### config.mk
export PLATFORM = sky130hd
export DESIGN_NAME = sine_amp_gen
export DESIGN_NICKNAME = d
export VERILOG_FILES = /design/src/rtl/sine_amp_gen.sv
export SDC_FILE = /design/constraint.sdc
export NUM_CORES = 1
export LEC_CHECK = 0
export CELL_PAD_IN_SITES_DETAIL_PLACEMENT = 0
export CELL_PAD_IN_SITES_GLOBAL_PLACEMENT = 1
export CORE_MARGIN = 2
export CORE_UTILIZATION = 46
export DETAILED_ROUTE_END_ITERATION = 10
export GPL_TIMING_DRIVEN = 0
export PLACE_DENSITY_LB_ADDON = 0.08
export SYNTH_ARGS = -nofsm -noshare
export SYNTH_HDL_FRONTEND = slang
export SYNTH_SLANG_ARGS = --single-unit
### constraint.sdc
create_clock -name clk -period 9.2 [get_ports clk]
set_input_delay 1.38 -clock clk [delete_from_list [all_inputs] [get_ports clk]]
set_output_delay 1.38 -clock clk [all_outputs]
set_load 0.01 [all_outputs]
### src/rtl/sine_amp_gen.sv
module sine_amp_gen #(
  parameter int PH_W  = 8,
  parameter int AMP_W = 8,
  parameter int OUT_W = 8
) (
  input  logic             clk,
  input  logic             rst_n,
  input  logic             sample_stb,
  input  logic [PH_W-1:0]  phase,
  input  logic [AMP_W-1:0] amp,
  output logic [OUT_W-1:0] samp_out,
  output logic             samp_vld
);
  localparam int DEPTH = 1 << PH_W;
  localparam int PEAK  = (1 << (OUT_W-1)) - 1;
  localparam int PRD_W = OUT_W + AMP_W;
  localparam logic [OUT_W-1:0] MID = OUT_W'(1 << (OUT_W-1));
  localparam real TWO_PI = 6.283185307179586;

  function automatic logic signed [OUT_W-1:0] sine_at(input int i);
    real a;
    a = real'(PEAK) * $sin(TWO_PI * real'(i) / real'(DEPTH));
    return OUT_W'(a >= 0.0 ? $rtoi(a + 0.5) : $rtoi(a - 0.5));
  endfunction

  logic signed [OUT_W-1:0] rom [DEPTH];

  for (genvar g = 0; g < DEPTH; g++) begin : g_rom
    assign rom[g] = sine_at(g);
  end

  logic signed [PRD_W-1:0] prod;
  logic        [OUT_W-1:0] nxt;

  assign prod = rom[phase] * $signed({1'b0, amp});
  assign nxt  = prod[PRD_W-1 -: OUT_W] + MID;

  always_ff @(posedge clk) begin
    if (!rst_n) begin
      samp_out <= MID;
      samp_vld <= 1'b0;
    end else begin
      samp_vld <= sample_stb;
      if (sample_stb) samp_out <= nxt;
    end
  end

  AST_VLD_AFTER_STB: assert property (@(posedge clk) disable iff (!rst_n) sample_stb |=> samp_vld);
  AST_VLD_ONLY_STB: assert property (@(posedge clk) disable iff (!rst_n) !sample_stb |=> !samp_vld);
  AST_HOLD_IDLE: assert property (@(posedge clk) disable iff (!rst_n) !sample_stb |=> $stable(samp_out));
  AST_ZERO_AMP_MID: assert property (@(posedge clk) disable iff (!rst_n) (sample_stb && amp == '0) |=> samp_out == MID);
  AST_NEVER_RAIL: assert property (@(posedge clk) disable iff (!rst_n) samp_vld |-> (samp_out != '0 && samp_out != '1));
endmodule

== Word level (Yosys, flattened, before mapping) ==
Memory sizes are Yosys's and may differ from the RTL's.
Cells that the tools add are included.

* Memories kept: 1
* Bits in registers: 9
* Logic and storage cells: 9
* Output and inout bits: 9
* ROM bits: 2048
* Input bits: 19

{| class="wikitable"
|+ Memories
! name !! depth !! width !! rd ports !! clocked after memory_dff !! wr ports !! line !! RTL
|-
| (no name shown) || 256 || 8 || 1 || 0 || 0 || 35 || <nowiki>assign prod = rom[phase] * $signed({1'b0, amp});</nowiki>
|}

* Add/subtract/negate cells: 1
* Multipliers: 1
* Bitwise logic cells: 1
* Order comparisons: 1
* Multiplexer cells: 2

{| class="wikitable"
|+ Operators by type and width
! operator !! count
|-
| 8-bit by 9-bit multiplier with 16-bit output || 1
|-
| 8-bit two-way mux || 2
|-
| 9-bit >= comparator, second input constant || 1
|-
| 8-bit inverter with 9-bit output || 1
|-
| 8-bit adder, second input constant || 1
|}

== Longest topological paths before layout ==
Gate-level depths: netlist (run 1).

* Depth in word-level cells: 6
* Depth in mapped cells: 26
* Depth with buffers taken out: 23

== Worst setup path before layout (run 1) ==
OpenSTA, ideal clock, no wires.

* Path type: in2reg
* From: input port phase[0]
* To: register samp_out[6]
* Path buffers: 1
* Stages on the path: 21
* Data arrival time: 7.172 ns
* Path slack: 1.910 ns
* Cell sequence: buf_2 -> inv_1 -> ha_1 -> or2_4 -> a311o_1 -> mux4_2 -> a211oi_4 -> nor2b_1 -> fa_1 -> fa_1 -> fa_1 -> inv_1 -> fa_1 -> inv_1 -> ha_1 -> a21oi_1 -> o21ai_0 -> o21a_1 -> a31o_2 -> a211o_1 -> a32o_1

* Word-level cells in the longest chain between the ends: 6

{| class="wikitable"
|+ RTL lines
! item !! line !! RTL
|-
| start: declaration || 9 || <nowiki>input logic [PH_W-1:0] phase,</nowiki>
|-
| 8-bit inverter with 9-bit output (implied by the code) || 35 ||
|-
| memory 256 x 8 bit || - ||
|-
| 8-bit two-way mux (implied by the code) (2 in a row) || 35 ||
|-
| 8-bit by 9-bit multiplier with 16-bit output || 35 ||
|-
| 8-bit adder || 36 || <nowiki>assign nxt = prod[PRD_W-1 -: OUT_W] + MID;</nowiki>
|-
| end signal: assignment || 44 || <nowiki>if (sample_stb) samp_out <= nxt;</nowiki>
|-
| end: declaration || 11 || <nowiki>output logic [OUT_W-1:0] samp_out,</nowiki>
|}

No other way between the ends. The select of a mux whose other input is x is not followed.
A chain may end at the register's enable or synchronous reset.

== Worst setup path after layout (run 1) ==
* From: input port phase[0]
* To: register samp_out[7]

The elaborated chain is that of the path after synthesis.

==> results.toml, run 1 <==
[outcome]
status = "complete, no violations"

[clock_network]
cts_max_path_buffers = 2
post-cts-setup-buffer-count = 0
cts_hold_buf = 0
h-tree-depth = 1
insertion_delay_ps = 230
clkTransAtPathRegs_ps = 40
cts_tree = "done"
cts_repair_resize_count = 0
clkSinkCount = 9
cts_root_buf = "clkbuf_8"
cts_buffers = 3

[synthesis]
synth_area_per_cell_um2 = 7.79
synthesis.area_mm2 = 0.00424
postSynthCellCount = 544
yosysTopAreaCellShare_pct = 16.5
synth_edf_count = 0
yosysTopAreaCell = "fa_1"
synth_cell_types = 77
yosys_register_bits = 9
async_reset_ff_share_pct = 0
syn-num-nets = 648
synth_top_cells_by_area = "fa_1 (17%), ha_1 (15%), inv_1 (4.7%), and2_1 (4.3%), dfxtp_1 (4.3%)"
ys_warn_count = 0
seq_area_frac_synth_pct = 4.25
synthFlopType = "dfxtp_1"

[layout]
syn_to_final_growth_pct = 10.3
layout_commonest_cell = "inv_1"
fillers = 930
fin_util_pct = 51.3
layoutNonFillerInstCount = 684
post_route_cells_drive_above_1_share_pct = 8.55
n_antenna_cell = 0
final_nets = 678
fin_area_mm2 = 0.00467
final_cell_mix = "inv_1 (53), ha_1 (50), fa_1 (35)"

[die]
die_w_um = 100
initial_utilization_pct = 46.5
die_area_mm2 = 0.0100
fp.dieH_um = 100
pin_count = 28
rows = 35
core_area_mm2 = 0.00911

[sta]
rsz0062_at_grt = "no"
fin_crit_sh_pct = 96.1
worst_pin_slew_ps = 1200
hold_violations = 0
layout_setup_ws_ps = 360
skew_ps = 0
setup_viol = 0
timing.final.max_slew_violations = 0
max_freq_mhz = 113
slew-limit-headroom_pct = 19.6
layout_min_cycle_time_ps = 8840

[hold_path]
hp-class = "flop to flop"
whs_path_depth = 2

[critical_path]
end_kind = "flop"
worstPathRequired_ps = 9320
critPathLaunchType = "input port"
slowest_delay_ps = 670
critical_path_arrival_ps = 8960
path_delay_family = "adder cells"
cp_slowest_cell = "a2111oi_1"
cp_max_fo = 10
cp_num_cells = 26
cp.buffers_inverters = 8
r2r_cells = 2
crit_top_cell = "inv_1"
critPathKind = "input port to flop"

[drt]
drtAntennaViolNets = 0
drt_wl_total_um = 14100
wl_per_cell_um = 20.6
dr.pass1.iters = 5
drc = 0
drtIter0Drc = 332
via_count = 4417
vias_per_cell = 6.46

[global_routing]
grt_overflow = 0
grt_max_degree = 12
grt_pass1_vias = 4240
grt_usage_pct = 28.7
grt_pass1_wl_um = 22600
grt_antenna_before_repair = 0

[placed_design]
dp_slack_ps = 73.2
place_hpwl_um = 11000
postPlaceCellArea_mm2 = 0.00463
port_buffers = 25
post-place-cells = 680
gp_congestion = 0.953

[power]
p_seq_share_pct = 7.9
p_clk_share_pct = 6.5
power_density_mw_per_mm2 = 150
pwr-share-comb_pct = 85.5
internal_power_mw = 0.339
p_sw_mw = 0.362
p_leak_nw = 2.06
swShare_pct = 51.6
power_mw = 0.701
ir_drop_uv = 128

[run]
drv_cap = 0
## worst min-delay path: cells and delay by family (launching register included)
family / cells / cell delay [ps]
flops: 1 / 320
compound gates: 1 / 60
simple gates: 1 / 70
## final timing paths
kind / start / endpoint / slack, ps
setup / recovery: phase[0] / samp_out[7]$_SDFFE_PN1P_ / 360
hold / removal: samp_out[0]$_SDFFE_PN0P_ / samp_out[0]$_SDFFE_PN0P_ / 490
setup reg to reg: samp_out[2]$_SDFFE_PN0P_ / samp_out[2]$_SDFFE_PN0P_ / 8490
hold reg to reg: samp_out[0]$_SDFFE_PN0P_ / samp_out[0]$_SDFFE_PN0P_ / 490
## metrics by stage
step | setup TNS, ps | hold WS (ps)
after detailed placement | 0 | 491
after CTS | 0 | 501
after global routing | 0 | 524
final | 0 | 495
after global placement | -1.64 | 466
after floorplan | 0 | 510
## cells by family after synthesis
logic type,count (synthesis),share of synthesized area [%]
fa+ha+maj,85,31.3
flops,9,4.25
compound gates,158,26.9
xor+xnor,10,2.07
buf+inv,92,9.33
simple gates,179,22.6
mux,11,3.60
## power by group through the flow
stage	clock, mW	combinational [mW]	sequential [mW]
3_5_place_dp	0	0.596	0.0564
2_1_floorplan	0	0.443	0.0609
6_report	0.0459	0.600	0.0555
5_1_grt	0.0487	0.688	0.0571
3_3_place_gp	0	0.586	0.0558
4_1_cts	0.0469	0.603	0.0557
## Yosys cell counts (12+ instances only)
| cell type | instances |
|---|---|
| ha_1 | 50 |
| nor2_1 | 32 |
| and2_1 | 29 |
| a21oi_1 | 31 |
| buf_2 | 18 |
| nand3_1 | 17 |
| nand2_1 | 32 |
| nand2b_1 | 12 |
| fa_1 | 35 |
| o21ai_0 | 31 |
| inv_1 | 53 |
| nor2b_1 | 17 |
## area by class of cell
| cell class | count | area, µm² | share of cell area [%] |
|---|---|---|---|
| Clock buffer | 4 | 45.0 | 0.964 |
| Sequential cell | 9 | 180 | 3.85 |
| Buffer | 35 | 181 | 3.88 |
| Timing Repair Buffer | 25 | 250 | 5.35 |
| Multi-Input combinational cell | 443 | 3660 | 78.4 |
| Tap cell | 111 | 139 | 2.97 |
| Inverter | 57 | 214 | 4.58 |
## layer usage
layer,global-route usage (%),vias to the layer above,routed length (µm)
met5,0,-,0
met4,4.95,0,256
met3,8.70,31,1720
met2,41.4,270,5770
met1,42.8,2111,6350
li1,-,2005,-
## registers in the layout, summed over array words and instances (netlist names)
register	count
samp_out	8
samp_vld	1
Power figures use the tool's default switching activity.
==> inputs of run 2 (changes only) <==
- clock period: 9.2 -> 10.05 ns (I/O delays scaled with it)
==> results.toml, run 2 (synthesis gave the netlist of run 1 again) <==
[drt]
dr.pass1.iters = 4
drtIter0Drc = 339
vias_per_cell = 6.41
wl_per_cell_um = 20.6
drtAntennaViolNets = 0
via_count = 4385
drc = 0
drt_wl_total_um = 14100

[hold_path]
hp-class = "flop to flop"

[outcome]
status = "complete, no violations"

[clock_network]
clkSinkCount = 9
post-cts-setup-buffer-count = 0
clkTransAtPathRegs_ps = 40
h-tree-depth = 1
cts_root_buf = "clkbuf_8"
cts_max_path_buffers = 2
cts_buffers = 3
insertion_delay_ps = 230
cts_hold_buf = 0
cts_repair_resize_count = 0
cts_tree = "done"

[critical_path]
slowest_delay_ps = 840
cp_max_fo = 10
critical_path_arrival_ps = 9270
cp_slowest_cell = "a2111oi_0"
rrSetupSlack_ps = 9340
end_kind = "flop"
critPathKind = "input port to flop"
worstPathRequired_ps = 10170
crit_top_cell = "inv_1"
critPathLaunchType = "input port"

[sta]
fin_crit_sh_pct = 91.0
rsz0062_at_grt = "no"
layout_min_cycle_time_ps = 9150
slew-limit-headroom_pct = 19.6
hold_violations = 0
skew_ps = 0
fin_setup_tns_ps = 0
max_freq_mhz = 109
setup_viol = 0
timing.final.max_slew_violations = 0
worst_pin_slew_ps = 1200

[die]
rows = 35
initial_utilization_pct = 46.5
core_area_mm2 = 0.00911
fp.dieH_um = 100
die_area_mm2 = 0.0100
die_w_um = 100
pin_count = 28

[layout]
multi_input_area_mm2 = 0.00366
largestRegisters = "samp_out: 8 flops, samp_vld: 1 flops"
layout_commonest_cell = "inv_1"
final_cell_mix = "inv_1 (53), ha_1 (50), fa_1 (35)"
syn_to_final_growth_pct = 10.2
final_nets = 678
layoutNonFillerInstCount = 684
top_register = "samp_out"
register_area_um2 = 180
largest_reg_flops = 8
n_antenna_cell = 0
fin_area_mm2 = 0.00467
post_route_cells_drive_above_1_share_pct = 8.55
fillers = 931

[global_routing]
grt_overflow = 0
grt_pass1_wl_um = 22600
grt_max_degree = 12
grt_usage_pct = 28.7
grt_pass1_vias = 4240
grt_antenna_before_repair = 0

[placed_design]
gp_congestion = 0.953
post-place-cells = 680
place_hpwl_um = 11000
port_buffers = 25
postPlaceCellArea_mm2 = 0.00463

[power]
power_density_mw_per_mm2 = 137
p_leak_nw = 2.06
ir_drop_uv = 118

[run]
drv_cap = 0
==> run 2: final cells by class <==
| cell class | instances | share of cell area, % |
|---|---|---|
| buffer | 35 | 3.88 |
| clock buffer | 4 | 0.964 |
| inverter | 57 | 4.58 |
| multi-input combinational | 443 | 78.4 |
| sequential | 9 | 3.86 |
| tap | 111 | 2.97 |
| timing repair buffer | 25 | 5.35 |
==> run 2: where the power goes <==
part / leakage, nW / switching, mW / total (mW) / internal [mW]
Combinational: 1.96 / 0.312 / 0.548 / 0.237
Sequential: 0.0744 / 0.00434 / 0.0508 / 0.0464
Clock: 0.0228 / 0.0144 / 0.0420 / 0.0276
Total: 2.06 / 0.331 / 0.641 / 0.311
==> run 2: routing by layer <==
| metal | up-vias | track usage, % | share of wire, % |
|---|---|---|---|
| met4 | 0 | 4.95 | 1.4 |
| met3 | 23 | 8.70 | 12 |
| met5 | - | 0 | 0 |
| met1 | 2104 | 42.8 | 45 |
| met2 | 256 | 41.4 | 41 |
| li1 | 2002 | - | - |
==> run 2: path summary, 6_finish.rpt <==
check	startpoint	to	cells past startpoint
max	phase[0]	samp_out[7]$_SDFFE_PN1P_	26
min	samp_out[0]$_SDFFE_PN0P_	samp_out[0]$_SDFFE_PN0P_	2
max reg2reg	samp_out[2]$_SDFFE_PN0P_	samp_out[2]$_SDFFE_PN0P_	2
min reg2reg	samp_out[0]$_SDFFE_PN0P_	samp_out[0]$_SDFFE_PN0P_	2
==> run 2: critical path: cells and delay by family <==
kind,cells,cell delay [ps]
fa+ha+maj,6,2590
simple gates,4,930
xor+xnor,1,180
buf+inv,8,1510
compound gates,6,1950
mux,1,560
==> run 2: metrics by stage <==
step / setup slack (ps) / hold WS [ps] / utilization, % / power [mW]
3_5_place_dp: 796 / 491 / 50.8 / 0.598
5_1_grt: 558 / 524 / 51.3 / 0.726
3_3_place_gp: 721 / 466 / 50.8 / 0.587
2_1_floorplan: 2630 / 510 / - / 0.461
6_report: 902 / 495 / 51.3 / 0.641
4_1_cts: 1050 / 501 / 51.3 / 0.646
